File: src/rtl/uart_tag_pkg.sv
package uart_tag_pkg;

    typedef struct packed {
        logic       ovr;
        logic       brk;
        logic       par;
        logic       frm;
        logic [7:0] data;
    } rx_entry_t;

    localparam int ENTRY_W = $bits(rx_entry_t);

    typedef enum logic [2:0] {
        TX_IDLE, TX_START, TX_DATA, TX_PARITY, TX_STOP
    } tx_state_t;

    typedef enum logic [2:0] {
        RX_IDLE, RX_START, RX_DATA, RX_PARITY, RX_STOP, RX_WAIT_HIGH
    } rx_state_t;

endpackage

File: src/rtl/uart_tag_fifo.sv
module uart_tag_fifo #(
    parameter int W        = 8,
    parameter int DEPTH    = 16,
    parameter int MARK_BIT = 0
) (
    input  logic         clk,
    input  logic         rst_n,
    input  logic         single,
    input  logic         push,
    input  logic [W-1:0] din,
    input  logic         pop,
    input  logic         mark,
    output logic [W-1:0] dout,
    output logic         empty,
    output logic         full
);
    localparam int AW = $clog2(DEPTH);
    localparam int CW = AW + 1;

    logic [W-1:0]  mem [DEPTH];
    logic [AW-1:0] wr_ptr, rd_ptr, tail_ptr;
    logic [CW-1:0] count;

    assign tail_ptr = wr_ptr - 1'b1;

    always_ff @(posedge clk) begin
        if (push) mem[wr_ptr] <= din;
        if (mark) mem[tail_ptr][MARK_BIT] <= 1'b1;
    end

    always_ff @(posedge clk) begin
        if (!rst_n) begin
            wr_ptr <= '0;
            rd_ptr <= '0;
            count  <= '0;
        end else begin
            if (push) wr_ptr <= wr_ptr + 1'b1;
            if (pop)  rd_ptr <= rd_ptr + 1'b1;
            if (push && !pop)      count <= count + 1'b1;
            else if (pop && !push) count <= count - 1'b1;
        end
    end

    assign dout  = mem[rd_ptr];
    assign empty = (count == '0);
    assign full  = single ? (count >= CW'(1)) : (count >= CW'(DEPTH));

    p_push_room_r12: assert property (@(posedge clk) disable iff (!rst_n) push |-> !full);
    p_pop_filled_r6: assert property (@(posedge clk) disable iff (!rst_n) pop |-> !empty);
    p_mark_target_r12: assert property (@(posedge clk) disable iff (!rst_n) mark |-> !empty);
    p_count_bound_r4: assert property (@(posedge clk) disable iff (!rst_n) count <= CW'(DEPTH));

endmodule

File: src/rtl/uart_tag_tx.sv
module uart_tag_tx
    import uart_tag_pkg::*;
#(
    parameter int OVS = 16
) (
    input  logic       clk,
    input  logic       rst_n,
    input  logic       tick,
    input  logic       par_en,
    input  logic       par_odd,
    input  logic       have_data,
    input  logic [7:0] din,
    output logic       pop,
    output logic       txd
);
    localparam int CNTW = $clog2(OVS);
    localparam logic [CNTW-1:0] LAST = CNTW'(OVS - 1);

    tx_state_t       st, nxt;
    logic [CNTW-1:0] cnt;
    logic [2:0]      bitn;
    logic [7:0]      shreg;
    logic            pbit;
    logic            bit_end;

    assign bit_end = tick && (cnt == LAST);

    always_ff @(posedge clk) begin
        if (!rst_n) st <= TX_IDLE;
        else        st <= nxt;
    end

    always_comb begin
        nxt = st;
        unique case (st)
            TX_IDLE:   if (have_data) nxt = TX_START;
            TX_START:  if (bit_end) nxt = TX_DATA;
            TX_DATA:   if (bit_end && bitn == 3'd7) nxt = par_en ? TX_PARITY : TX_STOP;
            TX_PARITY: if (bit_end) nxt = TX_STOP;
            TX_STOP:   if (bit_end) nxt = TX_IDLE;
            default:   nxt = TX_IDLE;
        endcase
    end

    always_ff @(posedge clk) begin
        if (!rst_n) begin
            cnt   <= '0;
            bitn  <= '0;
            shreg <= '0;
            pbit  <= 1'b0;
        end else if (st == TX_IDLE) begin
            cnt  <= '0;
            bitn <= '0;
            if (have_data) begin
                shreg <= din;
                pbit  <= par_odd ? ~^din : ^din;
            end
        end else if (tick) begin
            if (cnt == LAST) begin
                cnt <= '0;
                if (st == TX_DATA) begin
                    shreg <= shreg >> 1;
                    bitn  <= bitn + 1'b1;
                end
            end else begin
                cnt <= cnt + 1'b1;
            end
        end
    end

    always_comb begin
        pop = (st == TX_IDLE) && have_data;
        unique case (st)
            TX_START:  txd = 1'b0;
            TX_DATA:   txd = shreg[0];
            TX_PARITY: txd = pbit;
            default:   txd = 1'b1;
        endcase
    end

    p_line_moves_on_tick_r2: assert property (@(posedge clk) disable iff (!rst_n)
        (st != TX_IDLE && !tick) |=> $stable(txd));
    p_pop_starts_frame_r2: assert property (@(posedge clk) disable iff (!rst_n)
        pop |=> (st == TX_START));

endmodule

File: src/rtl/uart_tag_rx.sv
module uart_tag_rx
    import uart_tag_pkg::*;
#(
    parameter int OVS = 16
) (
    input  logic      clk,
    input  logic      rst_n,
    input  logic      tick,
    input  logic      par_en,
    input  logic      par_odd,
    input  logic      rxd,
    output logic      valid,
    output rx_entry_t entry
);
    localparam int CNTW = $clog2(OVS);
    localparam logic [CNTW-1:0] LAST = CNTW'(OVS - 1);
    localparam logic [CNTW-1:0] MID  = CNTW'(OVS / 2 - 1);

    rx_state_t       st, nxt;
    logic            sync1, rx_s;
    logic [CNTW-1:0] cnt;
    logic [2:0]      bitn;
    logic [7:0]      shreg;
    logic            pbit;
    logic            mid_pt, exp_par, all_low;

    always_ff @(posedge clk) begin
        if (!rst_n) begin
            sync1 <= 1'b1;
            rx_s  <= 1'b1;
        end else begin
            sync1 <= rxd;
            rx_s  <= sync1;
        end
    end

    assign mid_pt  = tick && ((st == RX_START) ? (cnt == MID) : (cnt == LAST));
    assign exp_par = par_odd ? ~^shreg : ^shreg;
    assign all_low = (shreg == 8'd0) && !rx_s && (!par_en || !pbit);

    always_ff @(posedge clk) begin
        if (!rst_n) st <= RX_IDLE;
        else        st <= nxt;
    end

    always_comb begin
        nxt = st;
        unique case (st)
            RX_IDLE:      if (tick && !rx_s) nxt = RX_START;
            RX_START:     if (mid_pt) nxt = rx_s ? RX_IDLE : RX_DATA;
            RX_DATA:      if (mid_pt && bitn == 3'd7) nxt = par_en ? RX_PARITY : RX_STOP;
            RX_PARITY:    if (mid_pt) nxt = RX_STOP;
            RX_STOP:      if (mid_pt) nxt = rx_s ? RX_IDLE : RX_WAIT_HIGH;
            RX_WAIT_HIGH: if (rx_s) nxt = RX_IDLE;
            default:      nxt = RX_IDLE;
        endcase
    end

    always_ff @(posedge clk) begin
        if (!rst_n) begin
            cnt   <= '0;
            bitn  <= '0;
            shreg <= '0;
            pbit  <= 1'b0;
            valid <= 1'b0;
            entry <= '0;
        end else begin
            valid <= 1'b0;
            if (st == RX_IDLE || st == RX_WAIT_HIGH) begin
                cnt  <= '0;
                bitn <= '0;
            end else if (tick) begin
                if (mid_pt) begin
                    cnt <= '0;
                    unique case (st)
                        RX_DATA: begin
                            shreg <= {rx_s, shreg[7:1]};
                            bitn  <= bitn + 1'b1;
                        end
                        RX_PARITY: pbit <= rx_s;
                        RX_STOP: begin
                            valid      <= 1'b1;
                            entry.ovr  <= 1'b0;
                            entry.frm  <= !rx_s;
                            entry.brk  <= all_low;
                            entry.par  <= !all_low && par_en && (pbit != exp_par);
                            entry.data <= shreg;
                        end
                        default: ;
                    endcase
                end else begin
                    cnt <= cnt + 1'b1;
                end
            end
        end
    end

    p_single_store_r6: assert property (@(posedge clk) disable iff (!rst_n) valid |=> !valid);
    p_store_after_stop_r9: assert property (@(posedge clk) disable iff (!rst_n)
        valid |-> $past(st) == RX_STOP);
    p_break_has_zero_data_r10: assert property (@(posedge clk) disable iff (!rst_n)
        (valid && entry.brk) |-> (entry.data == 8'd0 && entry.frm && !entry.par));

endmodule

File: src/rtl/uart_tag_top.sv
module uart_tag_top
    import uart_tag_pkg::*;
#(
    parameter int DEPTH = 16,
    parameter int OVS   = 16
) (
    input  logic        clk,
    input  logic        rst_n,
    input  logic        tick16,
    input  logic        fifo_en,
    input  logic        par_en,
    input  logic        par_odd,
    input  logic        wr_en,
    input  logic        rd_en,
    input  logic        addr,
    input  logic [7:0]  wdata,
    output logic [31:0] rdata,
    input  logic        rxd,
    output logic        txd
);
    localparam int OVR_BIT = ENTRY_W - 1;

    logic       tx_push, tx_pop, tx_empty, tx_full;
    logic [7:0] tx_head;
    logic       rx_valid, rx_push, rx_pop, rx_mark, rx_empty, rx_full;
    rx_entry_t  rx_new;
    logic [ENTRY_W-1:0] rx_head;

    assign tx_push = wr_en && !addr && !tx_full;
    assign rx_pop  = rd_en && !addr && !rx_empty;
    assign rx_push = rx_valid && !rx_full;
    assign rx_mark = rx_valid && rx_full;

    uart_tag_fifo #(.W(8), .DEPTH(DEPTH), .MARK_BIT(7)) u_txq (
        .clk(clk), .rst_n(rst_n), .single(!fifo_en),
        .push(tx_push), .din(wdata), .pop(tx_pop), .mark(1'b0),
        .dout(tx_head), .empty(tx_empty), .full(tx_full)
    );

    uart_tag_tx #(.OVS(OVS)) u_tx (
        .clk(clk), .rst_n(rst_n), .tick(tick16),
        .par_en(par_en), .par_odd(par_odd),
        .have_data(!tx_empty), .din(tx_head), .pop(tx_pop), .txd(txd)
    );

    uart_tag_rx #(.OVS(OVS)) u_rx (
        .clk(clk), .rst_n(rst_n), .tick(tick16),
        .par_en(par_en), .par_odd(par_odd), .rxd(rxd),
        .valid(rx_valid), .entry(rx_new)
    );

    uart_tag_fifo #(.W(ENTRY_W), .DEPTH(DEPTH), .MARK_BIT(OVR_BIT)) u_rxq (
        .clk(clk), .rst_n(rst_n), .single(!fifo_en),
        .push(rx_push), .din(rx_new), .pop(rx_pop), .mark(rx_mark),
        .dout(rx_head), .empty(rx_empty), .full(rx_full)
    );

    always_comb begin
        rdata = '0;
        if (!rx_empty) begin
            if (addr) rdata = {28'd0, rx_head[ENTRY_W-1:8]};
            else      rdata = {{(32-ENTRY_W){1'b0}}, rx_head};
        end
    end

    p_drop_keeps_full_r12: assert property (@(posedge clk) disable iff (!rst_n)
        (rx_valid && rx_full && !rx_pop) |=> rx_full);
    p_write_lands_r4: assert property (@(posedge clk) disable iff (!rst_n)
        (wr_en && !addr && !tx_full) |=> !tx_empty);

endmodule

File: config.mk
export PLATFORM = sky130hd
export DESIGN_NAME = uart_tag_top
export DESIGN_NICKNAME = d
export VERILOG_FILES = /design/src/rtl/uart_tag_pkg.sv /design/src/rtl/uart_tag_fifo.sv /design/src/rtl/uart_tag_tx.sv /design/src/rtl/uart_tag_rx.sv /design/src/rtl/uart_tag_top.sv
export SDC_FILE = /design/constraint.sdc
export NUM_CORES = 1
export LEC_CHECK = 0
export BUFFER_PORTS_ARGS = -buffer_cell sky130_fd_sc_hd__buf_2
export CAP_MARGIN = 20
export CORE_AREA = 2 2 171 173
export CTS_BUF_LIST = sky130_fd_sc_hd__clkbuf_16
export DETAILED_ROUTE_END_ITERATION = 8
export DIE_AREA = 0 0 173 175
export GPL_TIMING_DRIVEN = 0
export PLACE_DENSITY = 0.8
export SLEW_MARGIN = 20
export SYNTH_ARGS = -nofsm -noshare
export SYNTH_HDL_FRONTEND = slang
export SYNTH_HIERARCHICAL = 1
export SYNTH_SLANG_ARGS = --single-unit
File: constraint.sdc
create_clock -name clk -period 6.5 [get_ports clk]
set_input_delay 1.3 -clock clk [delete_from_list [all_inputs] [get_ports clk]]
set_output_delay 1.3 -clock clk [all_outputs]
set_load 0.01 [all_outputs]
Word-level counts from Yosys, hierarchy flattened
Memories as Yosys holds them, arrays and structs flattened. A register that Yosys moved wholly into a read port is not among the register bits. Cells that the tools add are included.

Add/subtract/negate cells: 13. Order comparisons: 4. Equal/unequal tests: 26. Multiplexer cells: 49. Bitwise gates (word level): 5. Reductions and logical operators: 62.

Operators with widths (number): $mux W8 (5); $mux W3 (13); $mux W12 (3); $mux W4 (7); $add A4 B1 Y4 const B (6); $logic_and A1 B1 Y1 (20); $mux W5 (4); $ne A2 B1 Y1 const B (10); $pmux W3 S6 (1); $reduce_and A4 Y1 (4); $reduce_xnor A8 Y1 (2); $reduce_xor A8 Y1 (2); $eq A3 B3 Y1 const B (5); $pmux W3 S5 (1); $logic_not A1 Y1 (13); $eq A3 B2 Y1 const B (4); $mux W1 (12); $reduce_or A12 Y1 (1); $add A5 B1 Y5 const B (2); $ge A5 B1 Y1 const B (2); $ge A5 B5 Y1 const B (2); $logic_not A5 Y1 (2); $reduce_bool A2 Y1 (5); $sub A5 B1 Y5 const B (2); 19 further kinds (31).

Register bits after elaboration: 78. RAM bits: 320. Input bits: 18. Output and inout port bits: 33. Logic and storage cells: 184. Memories kept: 2.

Memories: u_rxq.mem (words 16, width 12, read ports 1, clocked after Yosys merged registers in 1, wr ports 1, RTL line uart_tag_fifo.sv:20) `logic [W-1:0] mem [DEPTH];`; u_txq.mem (words 16, width 8, read ports 1, clocked after Yosys merged registers in 1, wr ports 1, RTL line uart_tag_fifo.sv:20).

Logic depth before layout (Yosys ltp)
Depth after elaboration: 8. Gate-level depth with buffers: 11. Gate-level depth less buffers: 11.

By module
Netlist, hierarchy kept.

Modules (own cells, without submodules): uart_tag_fifo at u_rxq (instances 1, cells an instance 446, area an instance 8385.5 um^2); uart_tag_fifo at u_txq (instances 1, cells an instance 350, area an instance 6019.5 um^2); uart_tag_rx (instances 1, cells an instance 186, area an instance 1630.3 um^2); uart_tag_tx (instances 1, cells an instance 113, area an instance 1081.0 um^2); uart_tag_top (instances 1, cells an instance 45, area an instance 315.3 um^2).

Worst setup path after synthesis
No wires, ideal clock.

Kind: input port to flip-flop. Start: input port addr. End: register u_rxq.count[4]. Arrival time: 2.905 ns. Data required time: 6.385 ns. Path slack: 3.480 ns. Stages: 9. Cell sequence: buf_6 nor2_4 and2_1 inv_1 ha_1 or4b_1 a21oi_1 xor2_1 and2_1.

Word-level cells in the longest chain between the ends: 6. Elaborated cells on any way between the ends: 8. Classes of those cells: 1 x mux; 7 x reduce/logical.

RTL lines: from (decl) (RTL line uart_tag_top.sv:15) `input logic addr,`; $logic_not A1 Y1 * (RTL line uart_tag_top.sv:30) `assign rx_pop = rd_en && !addr && !rx_empty;`; $logic_and A1 B1 Y1 * (2 in series) (RTL line uart_tag_top.sv:30); named net rx_pop (RTL line uart_tag_top.sv:25) `logic rx_valid, rx_push, rx_pop, rx_mark, rx_empty, rx_full;`; $logic_not A1 Y1 (RTL line uart_tag_fifo.sv:39) `if (push && !pop) count <= count + 1'b1;`; $logic_and A1 B1 Y1 (RTL line uart_tag_fifo.sv:39); $mux W5 / $reduce_bool A2 Y1 (equally long branches); to (signal assigned) (RTL line uart_tag_fifo.sv:39); to (signal assigned) (RTL line uart_tag_fifo.sv:40) `else if (pop && !push) count <= count - 1'b1;`; to (decl) (RTL line uart_tag_fifo.sv:22) `logic [CW-1:0] count;`.

Mark *: on every way through the listed nets, which the timed path passes. The rest lies on a longest branch. A chain may end at the register's enable or synchronous reset.

==> flow_metrics.tcl <==
set metrics [dict create \
    netlist_area_sq_mm 0.0174 \
    finalPower_mw 6.43 \
    synth_area_leaders "edfxtp_1 50%, dfxtp_1 14%, mux4_2 5.6%, mux4_1 5.4%, mux2i_1 3.4%" \
    leakagePower_nw 7.28 \
    htree_levels 2 \
    drive_above_1_share 0.163 \
    gp_congestion 0.790 \
    synth_top_cell_by_area "edfxtp_1" \
    synth_seq_area_share 0.632 \
    cts_buffers 40 \
    io_pins 51 \
    synth.avg_cell_area_sq_um 15.3 \
    tightestPinTransition_ns 1.05 \
    antennaDiodeCount 0 \
    setup.worst_path.start_class "flip-flop" \
    rows 62 \
    cap_viol_max_count 0 \
    grt_pass1_vias 9850 \
    fin_skew_ns 0.0184 \
    most-common-layout-cells "288 x edfxtp_1, 118 x dfxtp_1, 75 x and2_1" \
    critPathKind "reg2out" \
    tritoncts "done" \
    synth_edf_count 288 \
    rsz0062_at_grt "no" \
    synth_compound_area_frac 0.0596 \
    final_common_cell "edfxtp_1" \
    crit_required_ns 5.20 \
    synth_ff_type "edfxtp_1" \
    dieArea_sq_mm 0.0303 \
    dpl_cell_area_sq_mm 0.0181 \
    avgViaCountPerCell 5.97 \
    routed_wl_mm 35.5 \
    dr.pass1.iters 7 \
    cts_resized 0 \
    synth_xor_area_frac 0.0214 \
    area_delta_synth_final_pct 11.1 \
    die_y_microns 175 \
    vias 9823 \
    ys_types 70 \
    ant_nets 0 \
    cts_setup_buffers 0 \
    fin_setup_tns_ns 0 \
    synth_mux_area_frac 0.146 \
    setup_viol 0 \
    fp.dieW_microns 173 \
    synth.top_cell.area_share 0.496 \
    power_density_mw_per_mm2 332 \
    design_area_sq_mm 0.0194 \
    synth_cells 1140 \
    wl_per_cell_microns 21.6 \
    synth_top_family_by_area "multiplexers" \
    hp-class "reg2reg" \
    grt_max_degree 25 \
    status "completed" \
    cts_hold_buf 0 \
    groute.usage.overall 0.238 \
    synthArstFlopShare 0 \
    grt_first_pass_wirelength_mm 55.1 \
    hpwl_mm 22.9 \
    crit_arrival_ns 2.86 \
    slew_violations 0 \
    period_share 0.639 \
    clock-sinks 406 \
    core-area_sq_mm 0.0284 \
    cts_root_buf "clkbuf_16" \
    drt_iter0_drc 871 \
    synth-simple-area-share 0.0853 \
    r2r_slack_ns 3.08 \
    endpoint_kind "primary output" \
    clk_path_buf_depth 3 \
    synth-adder-area-share 0.0215 \
    clk_latency_ns 0.53 \
    whs_ns 0.404 \
    maxSlewHeadroom 0.297 \
    synth_warnings 6 \
    grt-ovfl-total 0 \
    max_freq_mhz 241 \
    antenna_found_initial 0 \
    hold_viol_final 0 \
    cp_max_fo 10 \
    port_buffers 29 \
    final_nets 1282 \
    start_util 0.614 \
    timing.final.crit_period_ns 4.16 \
    clk_pin_slew_worst_paths_ns 0.06 \
    drc 0 \
    ys_seq_elements 406 \
    irDropWorstVdd_mv 0.276 \
]
==> state kept, by name, summed over array words and instances, names as in the netlist, 3 cells and up, named ones only <==
register / cells
u_txq/count: 5
u_rx/shreg: 8
u_rx/st: 3
u_rx/bitn: 3
u_tx/bitn: 3
u_tx/shreg: 8
u_rxq/wr_ptr: 4
u_txq/rd_ptr: 4
u_rxq/count: 5
u_rx/cnt: 4
u_tx/cnt: 4
u_txq/wr_ptr: 4
u_rxq/rd_ptr: 4
u_txq/mem: 128
u_tx/st: 3
u_rx/entry: 11
u_rxq/mem: 192
==> stage by stage <==
step / setup slack, ns / instances / utilization
6_report: 2.34 / 1645 / 0.682
2_1_floorplan: 3.48 / 1163 / -
3_5_place_dp: 2.94 / 1576 / 0.639
5_1_grt: 2.24 / 1645 / 0.682
4_1_cts: 2.34 / 1645 / 0.682
3_3_place_gp: 2.97 / 1576 / 0.639
==> worst max-delay path: stages (launching register included) <==
cell and delay, ns:
dfxtp_1 0.33, clkbuf_1 0.66, mux4_2 0.42, a22oi_1 0.33, nand2_1 0.15, mux2i_1 0.18, nor2_1 0.07, buf_2 0.19
==> cell type report <==
type | instances | area, sq um
clock inverter | 29 | 213
clock buffer | 40 | 1000
timing repair buffer | 29 | 145
multi-input combinational | 658 | 5920
tap | 384 | 480
inverter | 27 | 101
fill | 1911 | 9030
buffer | 72 | 497
sequential | 406 | 11000
==> kinds of logic (layout without fill, tap and decap cells) <==
family                     Yosys count  count (layout)
buffers and inverters               99             197
other                                2              25
xor gates and xnor gates            41              41
muxes                              140             140
adders and majority gates           30              30
AOI/OAI and AO/OA                  155             155
and+or+nand+nor                    267             267
DFF                                406             406
==> report_power, final <==
group | internal (mW) | leakage (nW) | switching, mW | total (mW)
Clock | 1.23 | 0.637 | 0.906 | 2.14
Combinational | 0.619 | 2.63 | 0.709 | 1.33
Sequential | 2.87 | 4.01 | 0.0914 | 2.96
==> synth_stat cells (5+ instances only) <==
cell type	count
a211oi_2	7
a21boi_0	9
a21oi_1	20
a22oi_1	42
and2_1	75
buf_2	20
buf_4	26
buf_6	7
clkbuf_1	12
dfxtp_1	118
edfxtp_1	288
ha_1	30
inv_1	26
mux2i_1	60
mux4_1	36
mux4_2	43
nand2_1	72
nand2b_1	6
nand3_1	6
nand4_1	10
nor2_1	33
nor2b_1	16
nor3_1	5
nor3b_1	8
o21ai_0	35
o21ai_1	18
or4_1	5
xnor2_1	22
xor2_1	18
==> per-layer routing <==
metal  global-route usage  up-vias  part of all wire
li1                     -     4507                 -
met1                0.297     4870              0.39
met5                    0        -                 0
met4               0.0893        0             0.031
met3               0.0387       77             0.058
met2                0.420      369              0.52
==> final timing paths <==
kind | end | depth (start not counted) | startpoint
setup / recovery | rdata[1] | 7 | flip-flop
hold / removal | u_rx/rx_s | 1 | u_rx/sync1
setup reg to reg | u_txq/count[4] | 11 | u_txq/count[0]
hold reg to reg | u_rx/rx_s | 1 | u_rx/sync1
No activity file was read; power rests on OpenSTA's default activity.
